`config.mk`:
```
export PLATFORM = sky130hd
export DESIGN_NAME = lin_sync_timer
export DESIGN_NICKNAME = d
export VERILOG_FILES = /design/src/rtl/lin_sync_pkg.sv /design/src/rtl/lin_sync_fall.sv /design/src/rtl/lin_sync_tmr.sv /design/src/rtl/lin_sync_ctrl.sv /design/src/rtl/lin_sync_timer.sv
export SDC_FILE = /design/constraint.sdc
export NUM_CORES = 1
export LEC_CHECK = 0
export BUFFER_PORTS_ARGS = -buffer_cell sky130_fd_sc_hd__buf_4
export CAP_MARGIN = 10
export CORE_MARGIN = 3
export CORE_UTILIZATION = 43
export CTS_CLUSTER_DIAMETER = 150
export CTS_CLUSTER_SIZE = 28
export DETAILED_ROUTE_END_ITERATION = 7
export PLACE_DENSITY = 0.67
export SLEW_MARGIN = 30
export SYNTH_ARGS = -nofsm -noshare
export SYNTH_HDL_FRONTEND = slang
export SYNTH_SLANG_ARGS = --single-unit
export TNS_END_PERCENT = 50
```
`constraint.sdc`:
```
create_clock -name clk -period 3.34 [get_ports clk]
set_input_delay 0.668 -clock clk [delete_from_list [all_inputs] [get_ports clk]]
set_output_delay 0.668 -clock clk [all_outputs]
set_load 0.02 [all_outputs]
```
`src/rtl/lin_sync_pkg.sv`:
```
package lin_sync_pkg;
  typedef enum logic [1:0] {
    ST_IDLE  = 2'd0,
    ST_ARMED = 2'd1,
    ST_COUNT = 2'd2,
    ST_DONE  = 2'd3
  } sync_state_e;
endpackage

```
`src/rtl/lin_sync_fall.sv`:
```
module lin_sync_fall (
  input  logic clk,
  input  logic rst_n,
  input  logic rx_i,
  output logic fall_o
);
  logic rx_q;

  always_ff @(posedge clk or negedge rst_n) begin
    if (!rst_n) rx_q <= 1'b1;
    else        rx_q <= rx_i;
  end

  assign fall_o = rx_q & ~rx_i;
endmodule

```
`src/rtl/lin_sync_tmr.sv`:
```
module lin_sync_tmr #(
  parameter int CNT_W = 16
) (
  input  logic             clk,
  input  logic             rst_n,
  input  logic             clr_i,
  input  logic             en_i,
  input  logic             tick_i,
  output logic [CNT_W-1:0] cnt_o,
  output logic             ovf_o
);
  localparam logic [CNT_W-1:0] CNT_MAX = {CNT_W{1'b1}};

  logic [CNT_W-1:0] cnt_q, cnt_d;

  assign ovf_o = en_i & tick_i & (cnt_q == CNT_MAX);

  always_comb begin
    cnt_d = cnt_q;
    if (clr_i)                       cnt_d = '0;
    else if (en_i && tick_i && !ovf_o) cnt_d = cnt_q + 1'b1;
  end

  always_ff @(posedge clk or negedge rst_n) begin
    if (!rst_n) cnt_q <= '0;
    else        cnt_q <= cnt_d;
  end

  assign cnt_o = cnt_q;


  ovf_hold_chk: assert property (@(posedge clk) disable iff (!rst_n)
    ovf_o |=> $stable(cnt_q));
endmodule

```
`src/rtl/lin_sync_ctrl.sv`:
```
module lin_sync_ctrl
  import lin_sync_pkg::*;
#(
  parameter int SYNC_FALLS = 5
) (
  input  logic        clk,
  input  logic        rst_n,
  input  logic        brk_i,
  input  logic        fall_i,
  input  logic        ovf_i,
  output sync_state_e state_o,
  output logic        clr_o,
  output logic        cnt_en_o,
  output logic        fin_o,
  output logic        err_o
);
  localparam int             EW   = (SYNC_FALLS > 2) ? $clog2(SYNC_FALLS) : 1;
  localparam logic [EW-1:0]  LAST = EW'(SYNC_FALLS - 2);

  sync_state_e   state_q, state_d;
  logic [EW-1:0] edge_q, edge_d;

  always_comb begin
    state_d = state_q;
    edge_d  = edge_q;
    if (brk_i) begin
      state_d = ST_ARMED;
      edge_d  = '0;
    end else begin
      case (state_q)
        ST_IDLE:  state_d = ST_IDLE;
        ST_ARMED: if (fall_i) begin
                    state_d = ST_COUNT;
                    edge_d  = '0;
                  end
        ST_COUNT: if (ovf_i) begin
                    state_d = ST_IDLE;
                  end else if (fall_i) begin
                    if (edge_q == LAST) state_d = ST_DONE;
                    else                edge_d  = edge_q + 1'b1;
                  end
        ST_DONE:  state_d = ST_IDLE;
        default:  state_d = ST_IDLE;
      endcase
    end
  end

  always_ff @(posedge clk or negedge rst_n) begin
    if (!rst_n) begin
      state_q <= ST_IDLE;
      edge_q  <= '0;
    end else begin
      state_q <= state_d;
      edge_q  <= edge_d;
    end
  end

  assign state_o  = state_q;
  assign clr_o    = (state_q == ST_ARMED) & fall_i & ~brk_i;
  assign cnt_en_o = (state_q == ST_COUNT);
  assign fin_o    = (state_q == ST_DONE) & ~brk_i;
  assign err_o    = (state_q == ST_COUNT) & ovf_i & ~brk_i;


  brk_arms_chk: assert property (@(posedge clk) disable iff (!rst_n)
    brk_i |=> (state_q == ST_ARMED));


  done_single_chk: assert property (@(posedge clk) disable iff (!rst_n)
    (state_q == ST_DONE) |=> (state_q != ST_DONE));


  edge_range_chk: assert property (@(posedge clk) disable iff (!rst_n)
    edge_q <= LAST);
endmodule

```
`src/rtl/lin_sync_timer.sv`:
```
module lin_sync_timer
  import lin_sync_pkg::*;
#(
  parameter int CNT_W      = 16,
  parameter int SYNC_FALLS = 5
) (
  input  logic                                       clk,
  input  logic                                       rst_n,
  input  logic                                       rx_i,
  input  logic                                       brk_i,
  input  logic                                       tick_i,
  input  logic                                       rd_addr_i,
  output logic [CNT_W-1:0]                           rd_data_o,
  output logic [CNT_W-$clog2(2*(SYNC_FALLS-1)):0]    bit_time_o,
  output logic                                       irq_o
);
  localparam int SHIFT = $clog2(2 * (SYNC_FALLS - 1));
  localparam logic [CNT_W:0] HALF = (CNT_W + 1)'(1 << (SHIFT - 1));

  logic             fall;
  logic             clr, cnt_en, fin, err, ovf;
  logic [CNT_W-1:0] cnt;
  sync_state_e      state;
  logic [CNT_W-1:0] meas_q, meas_d;
  logic             done_q, done_d, err_q, err_d;
  logic [CNT_W:0]   rnd;

  lin_sync_fall u_fall (
    .clk    (clk),
    .rst_n  (rst_n),
    .rx_i   (rx_i),
    .fall_o (fall)
  );

  lin_sync_ctrl #(.SYNC_FALLS(SYNC_FALLS)) u_ctrl (
    .clk      (clk),
    .rst_n    (rst_n),
    .brk_i    (brk_i),
    .fall_i   (fall),
    .ovf_i    (ovf),
    .state_o  (state),
    .clr_o    (clr),
    .cnt_en_o (cnt_en),
    .fin_o    (fin),
    .err_o    (err)
  );

  lin_sync_tmr #(.CNT_W(CNT_W)) u_tmr (
    .clk    (clk),
    .rst_n  (rst_n),
    .clr_i  (clr),
    .en_i   (cnt_en),
    .tick_i (tick_i),
    .cnt_o  (cnt),
    .ovf_o  (ovf)
  );

  always_comb begin
    meas_d = meas_q;
    done_d = done_q;
    err_d  = err_q;
    if (brk_i) begin
      done_d = 1'b0;
      err_d  = 1'b0;
    end else begin
      if (fin) begin
        meas_d = cnt;
        done_d = 1'b1;
      end
      if (err) err_d = 1'b1;
    end
  end

  always_ff @(posedge clk or negedge rst_n) begin
    if (!rst_n) begin
      meas_q <= '0;
      done_q <= 1'b0;
      err_q  <= 1'b0;
    end else begin
      meas_q <= meas_d;
      done_q <= done_d;
      err_q  <= err_d;
    end
  end

  assign rnd        = {1'b0, meas_q} + HALF;
  assign bit_time_o = rnd[CNT_W:SHIFT];
  assign irq_o      = (state == ST_DONE);
  assign rd_data_o  = rd_addr_i ? {{(CNT_W-2){1'b0}}, err_q, done_q} : meas_q;


  flag_excl_chk: assert property (@(posedge clk) disable iff (!rst_n)
    $onehot0({done_q, err_q}));


  meas_src_chk: assert property (@(posedge clk) disable iff (!rst_n)
    !$stable(meas_q) |-> $past(state == ST_DONE));


  irq_pulse_chk: assert property (@(posedge clk) disable iff (!rst_n)
    irq_o |=> !irq_o);
endmodule

```
==> run metrics <==
status=completed; max-cap violations=0; DIE HEIGHT=78.8 um; total power=893 uW; worst slew pin tran=0.752 ns; total grt overflow=0; Leakage Power=0.00123 uW; Die W=78.8 um; Final HPWL DP=3490 um; DRC Markers=0; cell row count=25; TNS Setup=0 ns; hold buffers post-CTS=0; Slew headroom=49.9%; Slew Viols, Final=0; Nets=271; crit path kind=reg -> out; Skew-Pair Late Insertion Delay=0.29 ns; CP required=2.67 ns; Routed Antenna Nets=0; DR vias=1799; slowest library cell on the worst path=dfrtp_1; # setup viols final=0; CP Cell Sequence=and3_1 -> and4_1 -> nor3b_1 -> xor2_1 -> buf_4; CTS Buffer Depth=2; # diodes=0; clk root buf=clkbuf_8; synth top area cells=dfrtp_1, mux2_2, nor2b_1; Pwr Density=332 nW/um^2; final core occ=54.7%; r2r setup slk=1.29 ns; critical path capture point type=primary output; WP data arrival=1.77 ns; Max Fanout on Critical Path=6; delay-heaviest family, CP=simple AND/OR/NAND/NOR gates; f_max=410 MHz; wire length per cell=14.1 um; Hold Crit Class=in -> async; H-tree Lvls=2; leading area contributor after synthesis=dfrtp_1; Fill cells=450; Starting Density=46.4%; area of the multi-input gates=1210 um^2; register area=1000 um^2; syn_nets=237; Post-Syn Area=2280 um^2; Post-CTS Setup Inserts=0; clk slew on worst S/H paths=0.08 ns; Top FF cell, synth=dfrtp_1; Synth async-reset ratio=100%; die area=6210 um^2; initial antenna violation count=0; DRT Pass-1 Iters=4; Ports=37; Vias/cell=5.47; Seq/Total Area, Yosys=44.0%; clk sinks=40; Synth-to-Final Area Change=17.9%; TritonCTS buffer count=5; largest net degree at the start of global routing=41; CTS tree=built; Layout Cells excl Fill=329; Placer Congestion=0.849; biggest cell delay along the critical path=0.43 ns; buffers and inverters on the worst path=1; RSZ-0062 raised after global routing=no; Inst Count DP=321; Syn Inst Count=227; Initial DRC Count=91; final WL=4640 um; Synth Register Bits=40; vias in the first global route=1733; global-route wire length before repair=8110 um; Max rail drop VDD=0.248 mV; count of unique library cells instantiated by Yosys=42; final hold vios=0; layout cells sized above 1=25.2%; Post-synth EDFFs=0; Tcrit/Tclk final=73.0%; port bufs=36; final hold slack=0.339 ns; Worst Setup Start Kind=register; total track usage=16.2%; Mean Syn Cell Area=10.0 um^2; clock skew=0.00826 ns; # resized after CTS=0; core footprint=4910 um^2; minimum clock period=2.44 ns; Syn. warnings=0; proportion of netlist area held by the largest area contributor=42.8%
==> worst register-to-register path, delay by kind of cell (launching register included) <==
| kind | cells | cell delay, ns |
|---|---|---|
| AO/OA/AOI/OAI | 1 | 0.11 |
| flip-flops | 1 | 0.48 |
| adder cells (fa/ha/maj) | 1 | 0.28 |
| AND/OR/NAND/NOR | 3 | 1.06 |
==> sequential cells by signal, indices dropped and copies added (netlist names) <==
signal / cells
done_q: 1
err_q: 1
meas_q: 16
u_ctrl.edge_q: 3
u_ctrl.state_o: 2
u_fall.rx_q: 1
u_tmr.cnt_o: 16
==> cells by family after synthesis <==
kind of cell               Yosys count  share of synthesized area [%]
buffers and inverters               18                           3.13
xor gates and xnor gates            12                           4.61
adders and majority gates            4                           2.20
muxes                               25                           11.9
and+or+nand+nor                     94                           24.1
DFF                                 40                           44.0
AOI/OAI and AO/OA                   34                           10.1
==> report_power, final <==
group          switching [uW]  internal, uW  total, uW
logic                    42.0          28.8       70.8
registers                12.6           495        508
clock network             169           146        314
total                     224           670        893
==> layer usage <==
metal | GRT usage, % | vias to the layer above | share of wire (%)
met2 | 26.8 | 52 | 46
met5 | 0 | - | 0
li1 | - | 894 | -
met1 | 21.4 | 849 | 47
met4 | 5.50 | 0 | 1.1
met3 | 3.17 | 4 | 5.8
==> worst paths after layout <==
kind | depth (start not counted) | to | from
max reg2reg | 5 | u_tmr.cnt_o[14] | u_tmr.cnt_o[0]
min | 1 | u_tmr.cnt_o[13] | rst_n
min reg2reg | 1 | u_ctrl.edge_q[0] | u_ctrl.edge_q[0]
max in group asynchronous | 1 | meas_q[15] | rst_n
max | 5 | bit_time_o[10] | meas_q[4]
min in group clk | 1 | u_fall.rx_q | rx_i
==> cells in the final DEF, fill, tap and decap left out, drive strengths merged, types with 2 or more instances in the layout <==
master  instances
ha              4
mux2i           8
o211ai          2
nor3b           3
nor3            2
o31ai           4
nand2          19
nand2b          7
inv             8
nor2            9
xnor2           8
clkbuf          5
and4b           2
a21oi           8
and3            3
nor4            6
buf            37
and4            3
o32ai           2
mux2           17
o21ai           5
nor2b          15
clkinv          3
or4             2
nand3          11
o31a            2
nand4           6
o21a            2
a211oi          6
dfrtp          39
xor2            4
==> final cells by class <==
class,instances,share of cell area (%)
clock buffer,5,2.56
clock inverter,3,0.698
inverter,8,1.12
multi-input combinational,169,44.9
sequential,40,37.3
tap,67,3.12
timing repair buffer,37,10.3
==> stage by stage <==
| step | setup slack, ns | area, um^2 |
|---|---|---|
| 2_1_floorplan | 1.25 | 2280 |
| 3_3_place_gp | 1.21 | 2600 |
| 3_5_place_dp | 1.21 | 2600 |
| 4_1_cts | 0.877 | 2690 |
| 5_1_grt | 0.756 | 2690 |
| 6_report | 0.901 | 2690 |
==> Yosys cell counts (3+ instances only) <==
master     n
nor2_1     9
a211oi_1   6
nand2_1   19
ha_1       4
and3_1     3
nor2b_1   15
nor3b_1    3
o31ai_1    4
nand3_1   11
inv_1      8
xnor2_1    8
nor4_1     5
nand2b_1   7
dfrtp_1   39
buf_2      3
mux2_2    17
and4_1     3
a21oi_1    8
nand4_1    4
xor2_1     4
mux2i_1    8
o21ai_0    5
clkbuf_1   7
(Power assumes the default switching activity.)
